--- config.mk ---
export PLATFORM = sky130hd
export DESIGN_NAME = bundle_npc_unit
export DESIGN_NICKNAME = d
export VERILOG_FILES = /design/src/rtl/npc_pkg.sv /design/src/rtl/npc_align_bank.sv /design/src/rtl/npc_target_gen.sv /design/src/rtl/npc_link_gen.sv /design/src/rtl/npc_source_sel.sv /design/src/rtl/bundle_npc_unit.sv
export SDC_FILE = /design/constraint.sdc
export NUM_CORES = 1
export LEC_CHECK = 0
export BUFFER_PORTS_ARGS = -buffer_cell sky130_fd_sc_hd__clkbuf_2
export CELL_PAD_IN_SITES_DETAIL_PLACEMENT = 0
export CELL_PAD_IN_SITES_GLOBAL_PLACEMENT = 1
export CORE_AREA = 3 3 200 202
export CTS_CLUSTER_DIAMETER = 200
export CTS_CLUSTER_SIZE = 20
export DETAILED_ROUTE_END_ITERATION = 16
export DIE_AREA = 0 0 203 205
export PLACE_DENSITY_LB_ADDON = 0.1
export SYNTH_ARGS = -nofsm -noshare
export SYNTH_HDL_FRONTEND = slang
export SYNTH_SLANG_ARGS = --single-unit
--- constraint.sdc ---
create_clock -name clk -period 6 [get_ports clk]
set_clock_uncertainty 0.05 [all_clocks]
set_input_delay 0.6 -clock clk [delete_from_list [all_inputs] [get_ports clk]]
set_output_delay 0.6 -clock clk [all_outputs]
set_load 0.01 [all_outputs]
--- src/rtl/npc_pkg.sv ---
package npc_pkg;

  // Control-transfer kind decoded from the current bundle
  typedef enum logic [2:0] {
    XF_NONE      = 3'd0,
    XF_BRANCH    = 3'd1,
    XF_JUMP      = 3'd2,
    XF_JUMP_LINK = 3'd3,
    XF_JREG      = 3'd4,
    XF_JREG_LINK = 3'd5,
    XF_LINK_ONLY = 3'd6,
    XF_RSVD      = 3'd7
  } xfer_kind_e;

  // Which candidate won the next-PC selection
  typedef enum logic [2:0] {
    SRC_SEQ  = 3'd0,
    SRC_XFER = 3'd1,
    SRC_ERET = 3'd2,
    SRC_MISP = 3'd3,
    SRC_IRQ  = 3'd4
  } npc_src_e;

  // Byte address bits below a bundle boundary
  localparam int unsigned BUNDLE_SHIFT = 3;

endpackage

--- src/rtl/npc_align_bank.sv ---
module npc_align_bank #(
  parameter int unsigned W     = 64,
  parameter int unsigned N     = 4,
  parameter int unsigned SHIFT = 3
) (
  input  logic [N-1:0][W-1:0] raw,
  output logic [N-1:0][W-1:0] aligned
);
  localparam logic [W-1:0] LOW_MASK = W'((1 << SHIFT) - 1);

  for (genvar i = 0; i < N; i++) begin : g_lane
    assign aligned[i] = raw[i] & ~LOW_MASK;
  end

endmodule

--- src/rtl/npc_target_gen.sv ---
module npc_target_gen
  import npc_pkg::*;
#(
  parameter int unsigned PC_W  = 64,
  parameter int unsigned BR_W  = 16,
  parameter int unsigned JMP_W = 28
) (
  input  logic [PC_W-1:0]  pc,
  input  xfer_kind_e       kind,
  input  logic [BR_W-1:0]  br_off,
  input  logic [JMP_W-1:0] jmp_off,
  input  logic [PC_W-1:0]  reg_tgt_al,
  input  logic             br_taken,
  output logic [PC_W-1:0]  seq_pc,
  output logic [PC_W-1:0]  xfer_tgt,
  output logic             xfer_take
);
  localparam int unsigned BR_PAD  = PC_W - BR_W - BUNDLE_SHIFT;
  localparam int unsigned JMP_PAD = PC_W - JMP_W - BUNDLE_SHIFT;
  localparam logic [PC_W-1:0] STEP = PC_W'(1 << BUNDLE_SHIFT);

  logic [PC_W-1:0] br_bytes;
  logic [PC_W-1:0] jmp_bytes;
  logic [PC_W-1:0] br_tgt;
  logic [PC_W-1:0] jmp_tgt;

  // Bundle counts scaled to bytes with sign extension
  assign br_bytes  = {{BR_PAD{br_off[BR_W-1]}}, br_off, {BUNDLE_SHIFT{1'b0}}};
  assign jmp_bytes = {{JMP_PAD{jmp_off[JMP_W-1]}}, jmp_off, {BUNDLE_SHIFT{1'b0}}};

  assign seq_pc  = pc + STEP;
  assign br_tgt  = pc + br_bytes;
  assign jmp_tgt = pc + jmp_bytes;

  always_comb begin
    xfer_take = 1'b0;
    xfer_tgt  = seq_pc;
    unique case (kind)
      XF_BRANCH: begin
        xfer_take = br_taken;
        xfer_tgt  = br_tgt;
      end
      XF_JUMP, XF_JUMP_LINK: begin
        xfer_take = 1'b1;
        xfer_tgt  = jmp_tgt;
      end
      XF_JREG, XF_JREG_LINK: begin
        xfer_take = 1'b1;
        xfer_tgt  = reg_tgt_al;
      end
      default: begin
        xfer_take = 1'b0;
        xfer_tgt  = seq_pc;
      end
    endcase
  end

endmodule

--- src/rtl/npc_link_gen.sv ---
module npc_link_gen
  import npc_pkg::*;
#(
  parameter int unsigned PC_W     = 64,
  parameter int unsigned IDX_W    = 6,
  parameter int unsigned LINK_REG = 55
) (
  input  logic [PC_W-1:0]  seq_pc,
  input  xfer_kind_e       kind,
  input  logic [IDX_W-1:0] link_dest,
  input  logic             squash,
  output logic [PC_W-1:0]  link_val,
  output logic             link_we,
  output logic [IDX_W-1:0] link_reg
);
  localparam logic [IDX_W-1:0] FIXED_IDX = IDX_W'(LINK_REG);

  logic wants_link;

  always_comb begin
    wants_link = 1'b0;
    link_reg   = FIXED_IDX;
    unique case (kind)
      XF_JUMP_LINK, XF_JREG_LINK: begin
        wants_link = 1'b1;
        link_reg   = FIXED_IDX;
      end
      XF_LINK_ONLY: begin
        wants_link = 1'b1;
        link_reg   = link_dest;
      end
      default: begin
        wants_link = 1'b0;
        link_reg   = FIXED_IDX;
      end
    endcase
  end

  assign link_val = seq_pc;
  assign link_we  = wants_link & ~squash;

endmodule

--- src/rtl/npc_source_sel.sv ---
module npc_source_sel
  import npc_pkg::*;
#(
  parameter int unsigned PC_W = 64
) (
  input  logic            irq_req,
  input  logic [PC_W-1:0] irq_addr,
  input  logic            misp_req,
  input  logic [PC_W-1:0] misp_addr,
  input  logic            eret_req,
  input  logic [PC_W-1:0] eret_addr,
  input  logic            xfer_take,
  input  logic [PC_W-1:0] xfer_tgt,
  input  logic [PC_W-1:0] seq_pc,
  output logic [PC_W-1:0] sel_pc,
  output npc_src_e        sel_src
);

  always_comb begin
    if (irq_req) begin
      sel_src = SRC_IRQ;
      sel_pc  = irq_addr;
    end else if (misp_req) begin
      sel_src = SRC_MISP;
      sel_pc  = misp_addr;
    end else if (eret_req) begin
      sel_src = SRC_ERET;
      sel_pc  = eret_addr;
    end else if (xfer_take) begin
      sel_src = SRC_XFER;
      sel_pc  = xfer_tgt;
    end else begin
      sel_src = SRC_SEQ;
      sel_pc  = seq_pc;
    end
  end

endmodule

--- src/rtl/bundle_npc_unit.sv ---
module bundle_npc_unit
  import npc_pkg::*;
#(
  parameter int unsigned     PC_W      = 64,
  parameter int unsigned     BR_W      = 16,
  parameter int unsigned     JMP_W     = 28,
  parameter int unsigned     IDX_W     = 6,
  parameter int unsigned     LINK_REG  = 55,
  parameter logic [PC_W-1:0] RESET_VEC = PC_W'(64'h1_0000)
) (
  input  logic             clk,
  input  logic             rst,
  input  logic             stall,
  input  logic [2:0]       xfer_kind,
  input  logic [BR_W-1:0]  br_off,
  input  logic [JMP_W-1:0] jmp_off,
  input  logic [PC_W-1:0]  reg_tgt,
  input  logic             br_taken,
  input  logic [IDX_W-1:0] link_dest,
  input  logic             misp_valid,
  input  logic [PC_W-1:0]  misp_tgt,
  input  logic             irq_valid,
  input  logic [PC_W-1:0]  irq_vec,
  input  logic             eret_valid,
  input  logic [PC_W-1:0]  eret_pc,
  output logic [PC_W-1:0]  pc,
  output logic [PC_W-1:0]  next_pc,
  output logic [PC_W-1:0]  link_val,
  output logic             link_we,
  output logic [IDX_W-1:0] link_reg
);
  localparam int unsigned N_ADDR = 4;
  localparam int unsigned A_IRQ  = 0;
  localparam int unsigned A_MISP = 1;
  localparam int unsigned A_ERET = 2;
  localparam int unsigned A_REG  = 3;
  localparam logic [PC_W-1:0] RESET_AL =
    RESET_VEC & ~PC_W'((1 << BUNDLE_SHIFT) - 1);

  xfer_kind_e kind;
  npc_src_e   sel_src;

  logic [N_ADDR-1:0][PC_W-1:0] raw_addr;
  logic [N_ADDR-1:0][PC_W-1:0] al_addr;
  logic [PC_W-1:0] pc_q;
  logic [PC_W-1:0] seq_pc;
  logic [PC_W-1:0] xfer_tgt;
  logic [PC_W-1:0] sel_pc;
  logic            xfer_take;
  logic            squash;

  assign kind = xfer_kind_e'(xfer_kind);

  assign raw_addr[A_IRQ]  = irq_vec;
  assign raw_addr[A_MISP] = misp_tgt;
  assign raw_addr[A_ERET] = eret_pc;
  assign raw_addr[A_REG]  = reg_tgt;

  npc_align_bank #(
    .W     (PC_W),
    .N     (N_ADDR),
    .SHIFT (BUNDLE_SHIFT)
  ) u_align (
    .raw     (raw_addr),
    .aligned (al_addr)
  );

  npc_target_gen #(
    .PC_W  (PC_W),
    .BR_W  (BR_W),
    .JMP_W (JMP_W)
  ) u_tgt (
    .pc         (pc_q),
    .kind       (kind),
    .br_off     (br_off),
    .jmp_off    (jmp_off),
    .reg_tgt_al (al_addr[A_REG]),
    .br_taken   (br_taken),
    .seq_pc     (seq_pc),
    .xfer_tgt   (xfer_tgt),
    .xfer_take  (xfer_take)
  );

  npc_source_sel #(
    .PC_W (PC_W)
  ) u_sel (
    .irq_req   (irq_valid),
    .irq_addr  (al_addr[A_IRQ]),
    .misp_req  (misp_valid),
    .misp_addr (al_addr[A_MISP]),
    .eret_req  (eret_valid),
    .eret_addr (al_addr[A_ERET]),
    .xfer_take (xfer_take),
    .xfer_tgt  (xfer_tgt),
    .seq_pc    (seq_pc),
    .sel_pc    (sel_pc),
    .sel_src   (sel_src)
  );

  // The bundle at pc commits nothing when it is stalled or displaced
  assign squash = stall | irq_valid | misp_valid | eret_valid;

  npc_link_gen #(
    .PC_W     (PC_W),
    .IDX_W    (IDX_W),
    .LINK_REG (LINK_REG)
  ) u_link (
    .seq_pc    (seq_pc),
    .kind      (kind),
    .link_dest (link_dest),
    .squash    (squash),
    .link_val  (link_val),
    .link_we   (link_we),
    .link_reg  (link_reg)
  );

  always_ff @(posedge clk) begin
    if (rst) begin
      pc_q <= RESET_AL;
    end else if (!stall) begin
      pc_q <= sel_pc;
    end
  end

  assign pc      = pc_q;
  assign next_pc = stall ? pc_q : sel_pc;

  logic unused_src;
  assign unused_src = ^sel_src;

endmodule

==> summary.md <==
| Metric | Value |
|---|---|
| Reg area | 0.00128 mm² |
| Status | completed |
| Die width | 203 µm |
| CP Capture Type | primary output |
| Hpwl dp | 50.8 mm |
| DP Worst Slack | 336 ps |
| Avg WL per Cell | 25.9 µm |
| Max Root-Sink Buffers | 2 |
| FF+latch count, synth | 64 |
| Routed WL | 62.4 mm |
| Worst hold path class | input port to register |
| Clk pwr share | 0.240 |
| Slowest stage cell, crit path | a211oi_1 |
| Clock-pin slew of the registers on the worst-case setup and hold paths | 60 ps |
| Core box area | 0.0385 mm² |
| RePlAce Congestion | 0.909 |
| Die H | 205 µm |
| Final Setup Violations | 0 |
| Root buffer cell | clkbuf_16 |
| Final WS setup | 376 ps |
| Number of flip-flops in the largest register | 64 |
| Initial Util | 0.265 |
| Pint | 1.23 mW |
| Measured slew at the worst slew-check pin | 1010 ps |
| N_diodes | 0 |
| Post-Syn Nets | 1842 |
| RSZ-0062 raised after global routing | no |
| Grt ovf | 0 |
| Share of layout cells above drive strength 1 | 0.320 |
| Number of routed nets with antenna violations | 0 |
| Pwr/cell area | 174 mW/mm² |
| Setup CP Type | input port to primary output |
| Worst r2r src | pc[3] |
| Multi-input logic area | 0.00843 mm² |
| Synth Area in XOR/XNOR | 0.0889 |
| Slew HR | 0.330 |
| Syn_area_per_cell | 7.04 µm² |
| Post-Place Cells | 2397 |
| Hold_sp | irq_vec[25] |
| Post-CTS Hold Buffers | 0 |
| Switching power of the nets | 1.11 mW |
| Critical path data required time | 5350 ps |
| Vias in the first global route | 13600 |
| Final TNS setup | 0 ps |
| CTS Sinks | 64 |
| Critical path peak fanout | 28 |
| Buffers added on ports | 502 |
| CTS tree | built |
| Reg2Reg Depth | 11 |
| Final nets | 2282 |
| Total power | 2.34 mW |
| # rows | 72 |
| Synthesized cell area | 0.0102 mm² |
| Post-Synth Adder-Cell Area | 0.0938 |
| Syn Inst Count | 1450 |
| Mux cell area share after synthesis | 0.0216 |
| Insertion delay to the later sink of the worst-skew pair | 380 ps |
| Worst-case hold path end point | pc[25] |
| Critical path startpoint category | input port |
| Htree depth | 3 |
| Final Core Density | 0.351 |
| Post-Layout Cell Count | 2413 |
| Largest family of logic cells by synthesized area | compound AO/OA/AOI/OAI gates |
| Post-synthesis sequential area ratio | 0.125 |
| Global-route wire length before repair | 90.2 mm |
| Yosys cell types | 82 |
| Slack of the worst reg-to-reg path | 2120 ps |
| Filler instances | 4343 |
| LEAKAGE | 6.38 nW |
| Commonest non-fill, non-tap cell in the layout | clkbuf_2 |
| Area growth syn-to-layout | 32.3% |
| Arr. time, crit path | 4970 ps |
| Seq pwr share | 0.230 |
| Largest net degree at the start of global routing | 41 |
| Peak supply drop | 0.119 mV |
| Worst r2r dst | pc[63] |
| Hold Path Depth | 3 |
| Slew Limit Fails | 0 |
| Initial antenna violation count | 0 |
| GRT Total Usage | 0.287 |
| Drt drc | 0 |
| Fmax | 178 MHz |
| DIE AREA | 0.0416 mm² |
| Final Hold Fails | 0 |
| Final period util | 0.937 |
| Combinational Power Share | 0.530 |
| Synth Area in Simple Gates | 0.254 |
| IO Count | 515 |
| 1st-pass router iterations | 6 |
| Sw frac | 0.474 |
| CTS resizes | 0 |
| Sequence of cells on the critical path | clkbuf_2 > inv_1 > ha_1 > buf_4 > mux2_2 > ha_1 > o211ai_1 > o21ai_0 > a31oi_1 > a211oi_1 > nor3_1 > o21a_1 > o41ai_1 > o41a_1 > nand2_1 > clkbuf_2 |
| Routed vias/inst | 5.63 |
| Ys async rst share | 0 |
| Minimum clock period | 5620 ps |
| Via count | 13600 |
| Initial drt markers | 944 |
| Maxcap violations | 0 |
| Peak per-stage delay on the critical path | 630 ps |
| Post-synthesis compound-gate area fraction | 0.363 |
| Postcts setup bufs | 0 |
| Commonest cells after routing, fill and taps aside | clkbuf_2, nand2_1, a21oi_1, nor2_1 |
| Synth warn | 0 |
| CTS buffer count | 9 |
| Post-synth EDFFs | 0 |
| Predominant post-synthesis flop cell | dfxtp_1 |
power by group through the flow:
stage	Combinational (mW)	Clock (mW)	Sequential [mW]
2_1_floorplan	0.707	0	0.528
3_3_place_gp	1.24	0	0.547
3_5_place_dp	1.23	0	0.547
4_1_cts	1.24	0.583	0.538
5_1_grt	1.35	0.592	0.545
6_report	1.24	0.563	0.540
through the flow:
step / hold WS [ps] / instance area, µm²
after floorplan: 574 / 10200
after global placement: 556 / 13200
after detailed placement: 562 / 13200
after CTS: 430 / 13500
after global routing: 466 / 13500
final: 455 / 13500
cell usage after synthesis, drive strengths merged (17+ instances only):
master / count / area (µm²)
nand4: 36 / 244
ha: 75 / 938
xnor2: 57 / 514
buf: 20 / 98.8
nand2: 170 / 641
clkbuf: 79 / 298
nor2b: 38 / 238
a21oi: 120 / 601
o22ai: 32 / 200
a31oi: 20 / 125
nor2: 116 / 435
a221oi: 37 / 324
a22oi: 36 / 270
inv: 40 / 150
o221ai: 35 / 307
o21ai: 79 / 395
dfxtp: 64 / 1280
nor3: 36 / 206
a21o: 27 / 203
xor2: 45 / 394
nand3: 45 / 243
nor4: 17 / 143
a221o: 32 / 320
worst max-delay path, delay by kind of cell:
family	cells	cell delay [ps]
AOI/OAI and AO/OA	7	2570
adders and majority gates	2	500
buffers and inverters	4	720
muxes	1	400
and+or+nand+nor	2	170
kinds of logic (layout without fill, tap and decap cells):
logic type,after synthesis,count (layout)
compound gates,527,527
xor+xnor,102,102
fa+ha+maj,76,76
buf+inv,139,584
flops,64,64
mux,20,20
simple gates,522,522
layer usage:
metal | track usage | vias to the layer above | share of wire
met2 | 0.504 | 488 | 0.49
li1 | - | 6446 | -
met3 | 0.0326 | 50 | 0.049
met5 | 0 | - | 0
met1 | 0.372 | 6594 | 0.44
met4 | 0.0767 | 0 | 0.020
how the worst max path moves through the flow:
| stage | startpoint | end | depth (start not counted) |
|---|---|---|---|
| 2_1_floorplan | xfer_kind[2] | next_pc[56] | 15 |
| 3_3_place_gp | xfer_kind[2] | next_pc[60] | 16 |
| 3_5_place_dp | xfer_kind[2] | next_pc[60] | 16 |
| 4_1_cts | xfer_kind[2] | next_pc[60] | 16 |
| 5_1_grt | xfer_kind[2] | next_pc[60] | 16 |
| 6_report | xfer_kind[2] | next_pc[60] | 16 |
cell type report:
cell class / instances / area share
well taps: 518 / 0.0480
repair buffers: 528 / 0.200
clock inverters: 3 / 0.00111
flip-flops and latches: 64 / 0.0949
multi-input cells: 1247 / 0.624
inverters: 40 / 0.0111
clock buffers: 13 / 0.0200
No activity file was read; power rests on OpenSTA's default activity.
